### src/rtl/pllseq_pkg.sv
package pllseq_pkg;
  localparam int ADDR_W = 4;
  localparam int DATA_W = 32;
  localparam int DIV_W  = 8;
  localparam int MUL_W  = 7;

  localparam logic [ADDR_W-1:0] A_SEL    = 4'd0;
  localparam logic [ADDR_W-1:0] A_CFG0   = 4'd1;
  localparam logic [ADDR_W-1:0] A_CFG1   = 4'd2;
  localparam logic [ADDR_W-1:0] A_ANA    = 4'd3;
  localparam logic [ADDR_W-1:0] A_COMMIT = 4'd4;
  localparam logic [ADDR_W-1:0] A_STAT   = 4'd5;

  localparam logic [DATA_W-1:0] M_LDET = DATA_W'(1) << 24;
  localparam logic [DATA_W-1:0] M_PEN  = DATA_W'(1) << 25;
  localparam logic [DATA_W-1:0] M_OEN  = DATA_W'(1) << 26;
  localparam logic [DATA_W-1:0] M_BG   = DATA_W'(1) << 0;
  localparam logic [DATA_W-1:0] M_VR   = DATA_W'(1) << 1;

  typedef enum logic [4:0] {
    S_IDLE, S_SEL, S_RDDIV, S_RDMUL, S_RDLOCK,
    S_WANA, S_WMUL, S_WBG, S_WAITBG, S_WVR, S_WAITVR,
    S_CMTA, S_WEN, S_CMTB, S_POLL,
    S_XSEL, S_XRD0, S_XOFFO, S_XCMTA, S_XOFFP, S_XRDANA, S_XWANA, S_XCMTB
  } seq_state_e;
endpackage

### src/rtl/pllseq_timer.sv
module pllseq_timer #(
  parameter int W = 16
) (
  input  logic         clk,
  input  logic         rst_n,
  input  logic         load,
  input  logic [W-1:0] load_val,
  output logic         cnt_zero
);
  logic [W-1:0] cnt_q;

  always_ff @(posedge clk or negedge rst_n) begin
    if (!rst_n)           cnt_q <= '0;
    else if (load)        cnt_q <= load_val;
    else if (cnt_q != '0) cnt_q <= cnt_q - 1'b1;
  end

  assign cnt_zero = (cnt_q == '0);
endmodule

### src/rtl/pllseq_bus_port.sv
module pllseq_bus_port #(
  parameter int AW = 4,
  parameter int DW = 32
) (
  input  logic          clk,
  input  logic          rst_n,
  input  logic          op_req,
  input  logic          op_we,
  input  logic [AW-1:0] op_addr,
  input  logic [DW-1:0] op_wdata,
  output logic          op_done,
  output logic [DW-1:0] op_rdata,
  output logic          bus_valid,
  input  logic          bus_ready,
  output logic          bus_we,
  output logic [AW-1:0] bus_addr,
  output logic [DW-1:0] bus_wdata,
  input  logic          rsp_valid,
  input  logic [DW-1:0] rsp_data
);
  typedef enum logic [1:0] {P_IDLE, P_REQ, P_RSP} port_state_e;
  port_state_e pst;

  always_ff @(posedge clk or negedge rst_n) begin
    if (!rst_n) pst <= P_IDLE;
    else begin
      case (pst)
        P_IDLE: if (op_req) pst <= P_REQ;
        P_REQ:  if (bus_ready) pst <= op_we ? P_IDLE : P_RSP;
        P_RSP:  if (rsp_valid) pst <= P_IDLE;
        default: pst <= P_IDLE;
      endcase
    end
  end

  assign bus_valid = (pst == P_REQ);
  assign bus_we    = op_we;
  assign bus_addr  = op_addr;
  assign bus_wdata = op_wdata;
  assign op_rdata  = rsp_data;
  assign op_done   = ((pst == P_REQ) && bus_ready && op_we) ||
                     ((pst == P_RSP) && rsp_valid);

  AST_REQ_HOLD: assert property (@(posedge clk) disable iff (!rst_n)
    bus_valid && !bus_ready |=> bus_valid && $stable(bus_addr) && $stable(bus_we) && $stable(bus_wdata));
  AST_ONE_READ: assert property (@(posedge clk) disable iff (!rst_n)
    (pst == P_RSP) |-> !bus_valid);
endmodule

### src/rtl/pll_seq_ctrl.sv
module pll_seq_ctrl
  import pllseq_pkg::*;
#(
  parameter int CYC_PER_US = 200,
  parameter int WAIT_US    = 10,
  parameter int TMO_W      = 16,
  parameter int IDX_W      = 1,
  parameter logic [31:0] ANA_DEFAULT = 32'h0000_0500
) (
  input  logic              clk,
  input  logic              rst_n,
  input  logic              start,
  input  logic              stop,
  input  logic [IDX_W-1:0]  pll_sel,
  input  logic              phy_type,
  input  logic [7:0]        tgt_div,
  input  logic [6:0]        tgt_mul,
  input  logic [TMO_W-1:0]  lock_timeout,
  output logic              busy,
  output logic              done,
  output logic              lock_err,
  output logic              bus_valid,
  input  logic              bus_ready,
  output logic              bus_we,
  output logic [3:0]        bus_addr,
  output logic [31:0]       bus_wdata,
  input  logic              rsp_valid,
  input  logic [31:0]       rsp_data
);
  localparam int WAIT_CYC = CYC_PER_US * WAIT_US;
  localparam int WAIT_BW  = $clog2(WAIT_CYC + 1);
  localparam int TW       = (TMO_W > WAIT_BW) ? TMO_W : WAIT_BW;

  seq_state_e st, st_nx;
  logic [IDX_W-1:0]  idx_q;
  logic              phy_q;
  logic [DIV_W-1:0]  div_q;
  logic [MUL_W-1:0]  mul_q;
  logic [TMO_W-1:0]  tmo_q;
  logic [DATA_W-1:0] shadow_q;
  logic [MUL_W-1:0]  cur_mul_q;

  logic              op_req, op_we, op_done;
  logic [ADDR_W-1:0] op_addr;
  logic [DATA_W-1:0] op_wdata, op_rdata;
  logic              tmr_load, tmr_zero;
  logic [TW-1:0]     tmr_val;
  logic              fin_ok, fin_err, lock_seen;

  assign lock_seen = op_rdata[idx_q];

  // Transaction issued in each bus state
  always_comb begin
    op_req   = 1'b1;
    op_we    = 1'b1;
    op_addr  = A_SEL;
    op_wdata = '0;
    case (st)
      S_SEL, S_XSEL: op_wdata = DATA_W'(idx_q);
      S_RDDIV, S_XRD0: begin op_we = 1'b0; op_addr = A_CFG0; end
      S_RDMUL:  begin op_we = 1'b0; op_addr = A_CFG1; end
      S_RDLOCK, S_POLL: begin op_we = 1'b0; op_addr = A_STAT; end
      S_WANA:   begin op_addr = A_ANA; op_wdata = ANA_DEFAULT; end
      S_WMUL:   begin op_addr = A_CFG1; op_wdata = {{(DATA_W-MUL_W){1'b0}}, mul_q}; end
      S_WBG:    begin op_addr = A_ANA; op_wdata = ANA_DEFAULT | M_BG; end
      S_WVR:    begin op_addr = A_ANA; op_wdata = ANA_DEFAULT | M_BG | M_VR; end
      S_CMTA, S_CMTB, S_XCMTA, S_XCMTB: begin op_addr = A_COMMIT; op_wdata = DATA_W'(1); end
      S_WEN:    begin
        op_addr  = A_CFG0;
        op_wdata = M_LDET | M_PEN | M_OEN | {{(DATA_W-DIV_W){1'b0}}, div_q};
      end
      S_XOFFO:  begin op_addr = A_CFG0; op_wdata = shadow_q & ~M_OEN; end
      S_XOFFP:  begin op_addr = A_CFG0; op_wdata = shadow_q & ~(M_OEN | M_PEN); end
      S_XRDANA: begin op_we = 1'b0; op_addr = A_ANA; end
      S_XWANA:  begin op_addr = A_ANA; op_wdata = shadow_q & ~(M_BG | M_VR); end
      default:  begin op_req = 1'b0; op_we = 1'b0; end
    endcase
  end

  // Sequencing
  always_comb begin
    st_nx    = st;
    fin_ok   = 1'b0;
    fin_err  = 1'b0;
    tmr_load = 1'b0;
    tmr_val  = '0;
    case (st)
      S_IDLE:   if (start) st_nx = S_SEL; else if (stop) st_nx = S_XSEL;
      S_SEL:    if (op_done) st_nx = S_RDDIV;
      S_RDDIV:  if (op_done) st_nx = S_RDMUL;
      S_RDMUL:  if (op_done) st_nx = S_RDLOCK;
      S_RDLOCK: if (op_done) begin
        if (lock_seen && shadow_q[DIV_W-1:0] == div_q && cur_mul_q == mul_q) begin
          st_nx = S_IDLE; fin_ok = 1'b1;
        end else st_nx = S_WANA;
      end
      S_WANA:   if (op_done) st_nx = S_WMUL;
      S_WMUL:   if (op_done) st_nx = phy_q ? S_WBG : S_CMTA;
      S_WBG:    if (op_done) begin st_nx = S_WAITBG; tmr_load = 1'b1; tmr_val = TW'(WAIT_CYC - 1); end
      S_WAITBG: if (tmr_zero) st_nx = S_WVR;
      S_WVR:    if (op_done) begin st_nx = S_WAITVR; tmr_load = 1'b1; tmr_val = TW'(WAIT_CYC - 1); end
      S_WAITVR: if (tmr_zero) st_nx = S_CMTA;
      S_CMTA:   if (op_done) st_nx = S_WEN;
      S_WEN:    if (op_done) st_nx = S_CMTB;
      S_CMTB:   if (op_done) begin st_nx = S_POLL; tmr_load = 1'b1; tmr_val = TW'(tmo_q); end
      S_POLL:   if (op_done) begin
        if (lock_seen)     begin st_nx = S_IDLE; fin_ok  = 1'b1; end
        else if (tmr_zero) begin st_nx = S_IDLE; fin_err = 1'b1; end
      end
      S_XSEL:   if (op_done) st_nx = S_XRD0;
      S_XRD0:   if (op_done) st_nx = S_XOFFO;
      S_XOFFO:  if (op_done) st_nx = S_XCMTA;
      S_XCMTA:  if (op_done) st_nx = S_XOFFP;
      S_XOFFP:  if (op_done) st_nx = phy_q ? S_XRDANA : S_XCMTB;
      S_XRDANA: if (op_done) st_nx = S_XWANA;
      S_XWANA:  if (op_done) st_nx = S_XCMTB;
      S_XCMTB:  if (op_done) begin st_nx = S_IDLE; fin_ok = 1'b1; end
      default:  st_nx = S_IDLE;
    endcase
  end

  always_ff @(posedge clk or negedge rst_n) begin
    if (!rst_n) begin
      st        <= S_IDLE;
      idx_q     <= '0;
      phy_q     <= 1'b0;
      div_q     <= '0;
      mul_q     <= '0;
      tmo_q     <= '0;
      shadow_q  <= '0;
      cur_mul_q <= '0;
      done      <= 1'b0;
      lock_err  <= 1'b0;
    end else begin
      st       <= st_nx;
      done     <= fin_ok;
      lock_err <= fin_err;
      if (st == S_IDLE && (start || stop)) begin
        idx_q <= pll_sel;
        phy_q <= phy_type;
        div_q <= tgt_div;
        mul_q <= tgt_mul;
        tmo_q <= lock_timeout;
      end
      if (op_done && (st == S_RDDIV || st == S_XRD0 || st == S_XRDANA)) shadow_q <= op_rdata;
      if (op_done && st == S_RDMUL) cur_mul_q <= op_rdata[MUL_W-1:0];
    end
  end

  assign busy = (st != S_IDLE);

  pllseq_bus_port #(.AW(ADDR_W), .DW(DATA_W)) u_port (
    .clk(clk), .rst_n(rst_n),
    .op_req(op_req), .op_we(op_we), .op_addr(op_addr), .op_wdata(op_wdata),
    .op_done(op_done), .op_rdata(op_rdata),
    .bus_valid(bus_valid), .bus_ready(bus_ready), .bus_we(bus_we),
    .bus_addr(bus_addr), .bus_wdata(bus_wdata),
    .rsp_valid(rsp_valid), .rsp_data(rsp_data)
  );

  pllseq_timer #(.W(TW)) u_timer (
    .clk(clk), .rst_n(rst_n), .load(tmr_load), .load_val(tmr_val), .cnt_zero(tmr_zero)
  );

  AST_IDLE_QUIET: assert property (@(posedge clk) disable iff (!rst_n)
    !busy |-> !bus_valid);
  AST_END_IDLE: assert property (@(posedge clk) disable iff (!rst_n)
    (done || lock_err) |-> !busy);
  AST_DONE_ERR_EXCL: assert property (@(posedge clk) disable iff (!rst_n)
    !(done && lock_err));
  AST_DONE_PULSE: assert property (@(posedge clk) disable iff (!rst_n)
    done |=> !done);
  AST_ERR_FROM_POLL: assert property (@(posedge clk) disable iff (!rst_n)
    lock_err |-> $past(st == S_POLL));
  AST_WAIT_SILENT: assert property (@(posedge clk) disable iff (!rst_n)
    (st == S_WAITBG || st == S_WAITVR) |-> !bus_valid);
endmodule

### config.mk
export PLATFORM = sky130hd
export DESIGN_NAME = pll_seq_ctrl
export DESIGN_NICKNAME = d
export VERILOG_FILES = /design/src/rtl/pllseq_pkg.sv /design/src/rtl/pllseq_timer.sv /design/src/rtl/pllseq_bus_port.sv /design/src/rtl/pll_seq_ctrl.sv
export SDC_FILE = /design/constraint.sdc
export NUM_CORES = 1
export LEC_CHECK = 0
export ABC_AREA = 1
export BUFFER_PORTS_ARGS = -buffer_cell sky130_fd_sc_hd__buf_2
export CAP_MARGIN = 25
export CORE_ASPECT_RATIO = 1.5
export CORE_MARGIN = 1
export CORE_UTILIZATION = 53
export CTS_BUF_LIST = sky130_fd_sc_hd__clkbuf_8
export DETAILED_ROUTE_END_ITERATION = 16
export PLACE_DENSITY = 0.8
export SLEW_MARGIN = 20
export SYNTH_ARGS = -nofsm -noshare
export SYNTH_HDL_FRONTEND = slang
export SYNTH_HIERARCHICAL = 1
export SYNTH_SLANG_ARGS = --single-unit
### constraint.sdc
create_clock -name clk -period 2.4 [get_ports clk]
set_input_delay 0.48 -clock clk [delete_from_list [all_inputs] [get_ports clk]]
set_output_delay 0.48 -clock clk [all_outputs]
set_load 0.02 [all_outputs]
==> results.py <==
metrics = {
    "logic_synthesis": {
        "synth_commonest_cells": "nand2_1, nor2_1, inv_1",
        "ys_types": 40,
        "ys.flop_type": "dfrtp_1",
        "syn_area_sq_mm": 0.00611,
        "synthCells": 821,
        "seq_area_frac_synth_pct": 39.7,
        "yosysMostFrequentCell": "nand2_1",
        "ys_seq_elements": 97,
        "yosysTopAreaCellShare_pct": 39.7,
        "synth_area_leaders": "dfrtp_1, nand2_1, buf_4, nor2_1, inv_1",
        "avgSynthCellArea_sq_um": 7.45,
        "yosys_warnings": 6,
        "synth_edf_count": 0,
        "yosys.area.top_type": "dfrtp_1",
        "synth_nets": 893,
        "postSynth.asyncResetShare_pct": 100,
    },
    "clock_tree": {
        "clock_latency_ns": 0.37,
        "cts_buffer_depth": 2,
        "tritoncts": "done",
        "numCtsBuffers": 9,
        "clock-sinks": 97,
        "cts_root_buf": "clkbuf_8",
        "clk_pin_slew_worst_paths_ns": 0.09,
        "htree_levels": 3,
    },
    "finish": {
        "stdcell_area_sq_mm": 0.00700,
        "drive_gt1_share_pct": 29.6,
        "final_cells": 1048,
        "multi_input_area_sq_mm": 0.00274,
        "syn2layout_area_growth_pct": 14.5,
        "seq_area_sq_mm": 0.00243,
        "fin_nets": 970,
        "fill_cells": 987,
        "diodes": 0,
    },
    "timing": {
        "rsz0062_at_grt": "true",
        "slew_headroom_pct": 52.9,
        "whs_ns": 0.152,
        "report.final.slew_viol_count": 0,
        "fin_setup_tns_ns": -0.0129,
        "setup_viol": 2,
        "period_share_pct": 100,
        "hold_viol_final": 0,
        "setup_slack_ns": -0.00858,
        "worstMarginPinSlew_ns": 0.704,
        "fmax_mhz": 415,
        "fin_crit_ns": 2.41,
        "clock_skew_ns": 0.0127,
    },
    "global_routing": {
        "grt_pass1_wl_um": 23600,
        "gr-total-overflow": 0,
        "antenna_found_initial": 0,
        "first_global_vias": 5298,
        "grtUsageTotal_pct": 25.0,
        "grt_max_degree": 98,
    },
    "setup_path": {
        "path_buf_inv": 4,
        "path_delay_family": "buffers and inverters",
        "crit_path_end_kind": "primary output",
        "worstPathArrival_ns": 1.93,
        "crit_type": "reg2out",
        "path_depth": 8,
        "crit_start": "st[0]",
        "crit_slowest_cell": "dfrtp_2",
        "worstSetupStartpointType": "register",
        "reg2regPathDepth": 13,
        "cpMostUsedCell": "buf_4",
        "path_cells": "buf_4 > buf_4 > nor2_4 > nand2_4 > o221ai_2 > inv_1 > nand4_1 > buf_4",
        "rr_startpoint": "st[3]",
        "slowest_delay_ns": 0.47,
        "cp.required_ns": 1.92,
        "r2r-end": "u_timer/cnt_q[12]",
        "crit_path_end": "bus_wdata[0]",
        "cp_max_fo": 5,
        "r2r_slack_ns": 0.17,
    },
    "detailed_routing": {
        "dr.pass1.iters": 5,
        "drcViolationCount": 0,
        "drtAntennaViolNets": 0,
        "wl_per_cell_um": 13.9,
        "via_per_inst": 5.01,
        "drtIter0Drc": 265,
        "num_vias": 5251,
        "wl_um": 14600,
    },
    "floorplan": {
        "initial_core_util_pct": 55.0,
        "die_w_um": 89.7,
        "die_h_um": 134,
        "core_area_sq_mm": 0.0111,
        "die-area_sq_mm": 0.0120,
        "boundaryPins": 112,
        "std_cell_rows": 47,
    },
    "pwr": {
        "peakVddDrop_mv": 0.565,
        "power.density_mw_per_mm2": 1240,
        "fin_total_pwr_w": 0.00867,
        "power_leakage_nw": 3.86,
    },
    "outcome": {
        "outcome": "finished, violations left",
        "violations": "negative setup slack",
    },
    "place": {
        "dpl-instance-area_sq_mm": 0.00652,
        "gp_congestion": 0.967,
        "placed_cells_incl_taps": 1022,
        "dpl.hpwl_um": 10800,
        "portBuffers": 110,
    },
    "hold_path": {
        "hp-class": "in2async",
    },
    "flow_run": {
        "maxCapViolCount": 0,
    },
}
cell usage in the layout (no fill, tap or decap), drive strengths merged:
cell      synthesis  routed
mux2             20      20
o22ai             3       3
nand3            34      34
nand3b            3       3
inv             110     111
bufinv            0       1
o31ai             1       1
nor4              1       1
xnor2             3       3
nand2           204     205
clkinv            0       2
conb              1       1
o221ai            6       6
o21ai            32      32
dfrtp            97      97
nor2            147     147
clkbuf            5       9
or2               2       2
xor2              2       2
o21bai            3       3
buf              86     156
o211ai            2       2
a21oi            45      45
nand4             6       6
ha                1       1
nor3              7       7
clkinvlp          0       1
worst reg2reg max path: stages (launching register included):
cell     delay (ns)
dfrtp_2        0.49
buf_4          0.17
nand3_1        0.13
o22ai_1        0.13
nor4_2         0.23
nand2_1        0.11
nand3_1        0.11
nand2_2        0.11
buf_4          0.19
nand2_1        0.06
nor2_1         0.04
or2_2          0.28
nand2_1        0.07
nor2_1         0.04
per-layer routing:
metal	up-vias	track usage, %	share of wire (%)
li1	2628	-	-
met1	2408	25.9	37
met2	158	46.7	53
met3	57	3.60	4.5
met4	0	16.0	5.5
met5	-	0	0
what timing repair did:
action / 4_1_cts / 5_1_grt
setup endpoints to repair: 35 / 92
buffers inserted: 5 / 6
gates resized for setup: 15 / 56
gates cloned: 0 / 1
pin swaps: 0 / 6
hold buffers: 0 / 0
cell families (layout without fill, tap and decap cells):
| group | after synthesis | count (layout) | share of synthesized area (%) |
|---|---|---|---|
| adder cells (fa/ha/maj) | 1 | 1 | 0.205 |
| other | 1 | 1 | 0.0613 |
| AND/OR/NAND/NOR | 404 | 405 | 28.5 |
| buffers and inverters | 201 | 280 | 17.4 |
| AO/OA/AOI/OAI | 92 | 92 | 9.49 |
| flip-flops | 97 | 97 | 39.7 |
| multiplexers | 20 | 20 | 3.93 |
| XOR/XNOR | 5 | 5 | 0.716 |
power by group:
part / internal (W) / switching, W / total, W
Combinational: 0.00187 / 0.00282 / 0.00469
Clock: 0.000471 / 0.000569 / 0.00104
Sequential: 0.00238 / 0.000552 / 0.00294
Total: 0.00473 / 0.00394 / 0.00867
stage by stage:
step / util [%] / setup WS [ns]
2_1_floorplan: - / 0.0391
6_report: 63.0 / -0.00858
3_3_place_gp: 58.7 / 0.0559
5_1_grt: 63.0 / -0.106
3_5_place_dp: 58.7 / 0.0130
4_1_cts: 61.0 / 0.000410
layout make-up:
type                            count  share of cell area, %
Timing Repair Buffer              156                   14.9
Clock inverter                      5                  0.804
Tap cell                          147                   2.63
Sequential cell                    97                   34.8
Inverter                          110                   6.01
Clock buffer                        9                   1.77
Multi-Input combinational cell    524                   39.2
flip-flops by register name, indices dropped and copies added, names as in the netlist, 2 cells and up:
signal         cells
mul_q              7
cur_mul_q          7
u_timer/cnt_q     16
tmo_q             16
shadow_q          32
st                 5
div_q              8
u_port/pst         2
worst min path at each step:
stage                         start                end  slack, ns  cells after the start
after CTS                     rst_n              idx_q       0.18                      2
after global placement    tmo_q[12]          tmo_q[12]       0.47                      1
after global routing          rst_n  u_timer/cnt_q[14]       0.20                      2
after floorplan               rst_n       cur_mul_q[0]       0.18                      0
final                         rst_n  u_timer/cnt_q[13]       0.15                      2
after detailed placement  tmo_q[12]          tmo_q[12]       0.48                      1
No activity file was read; power rests on OpenSTA's default activity.
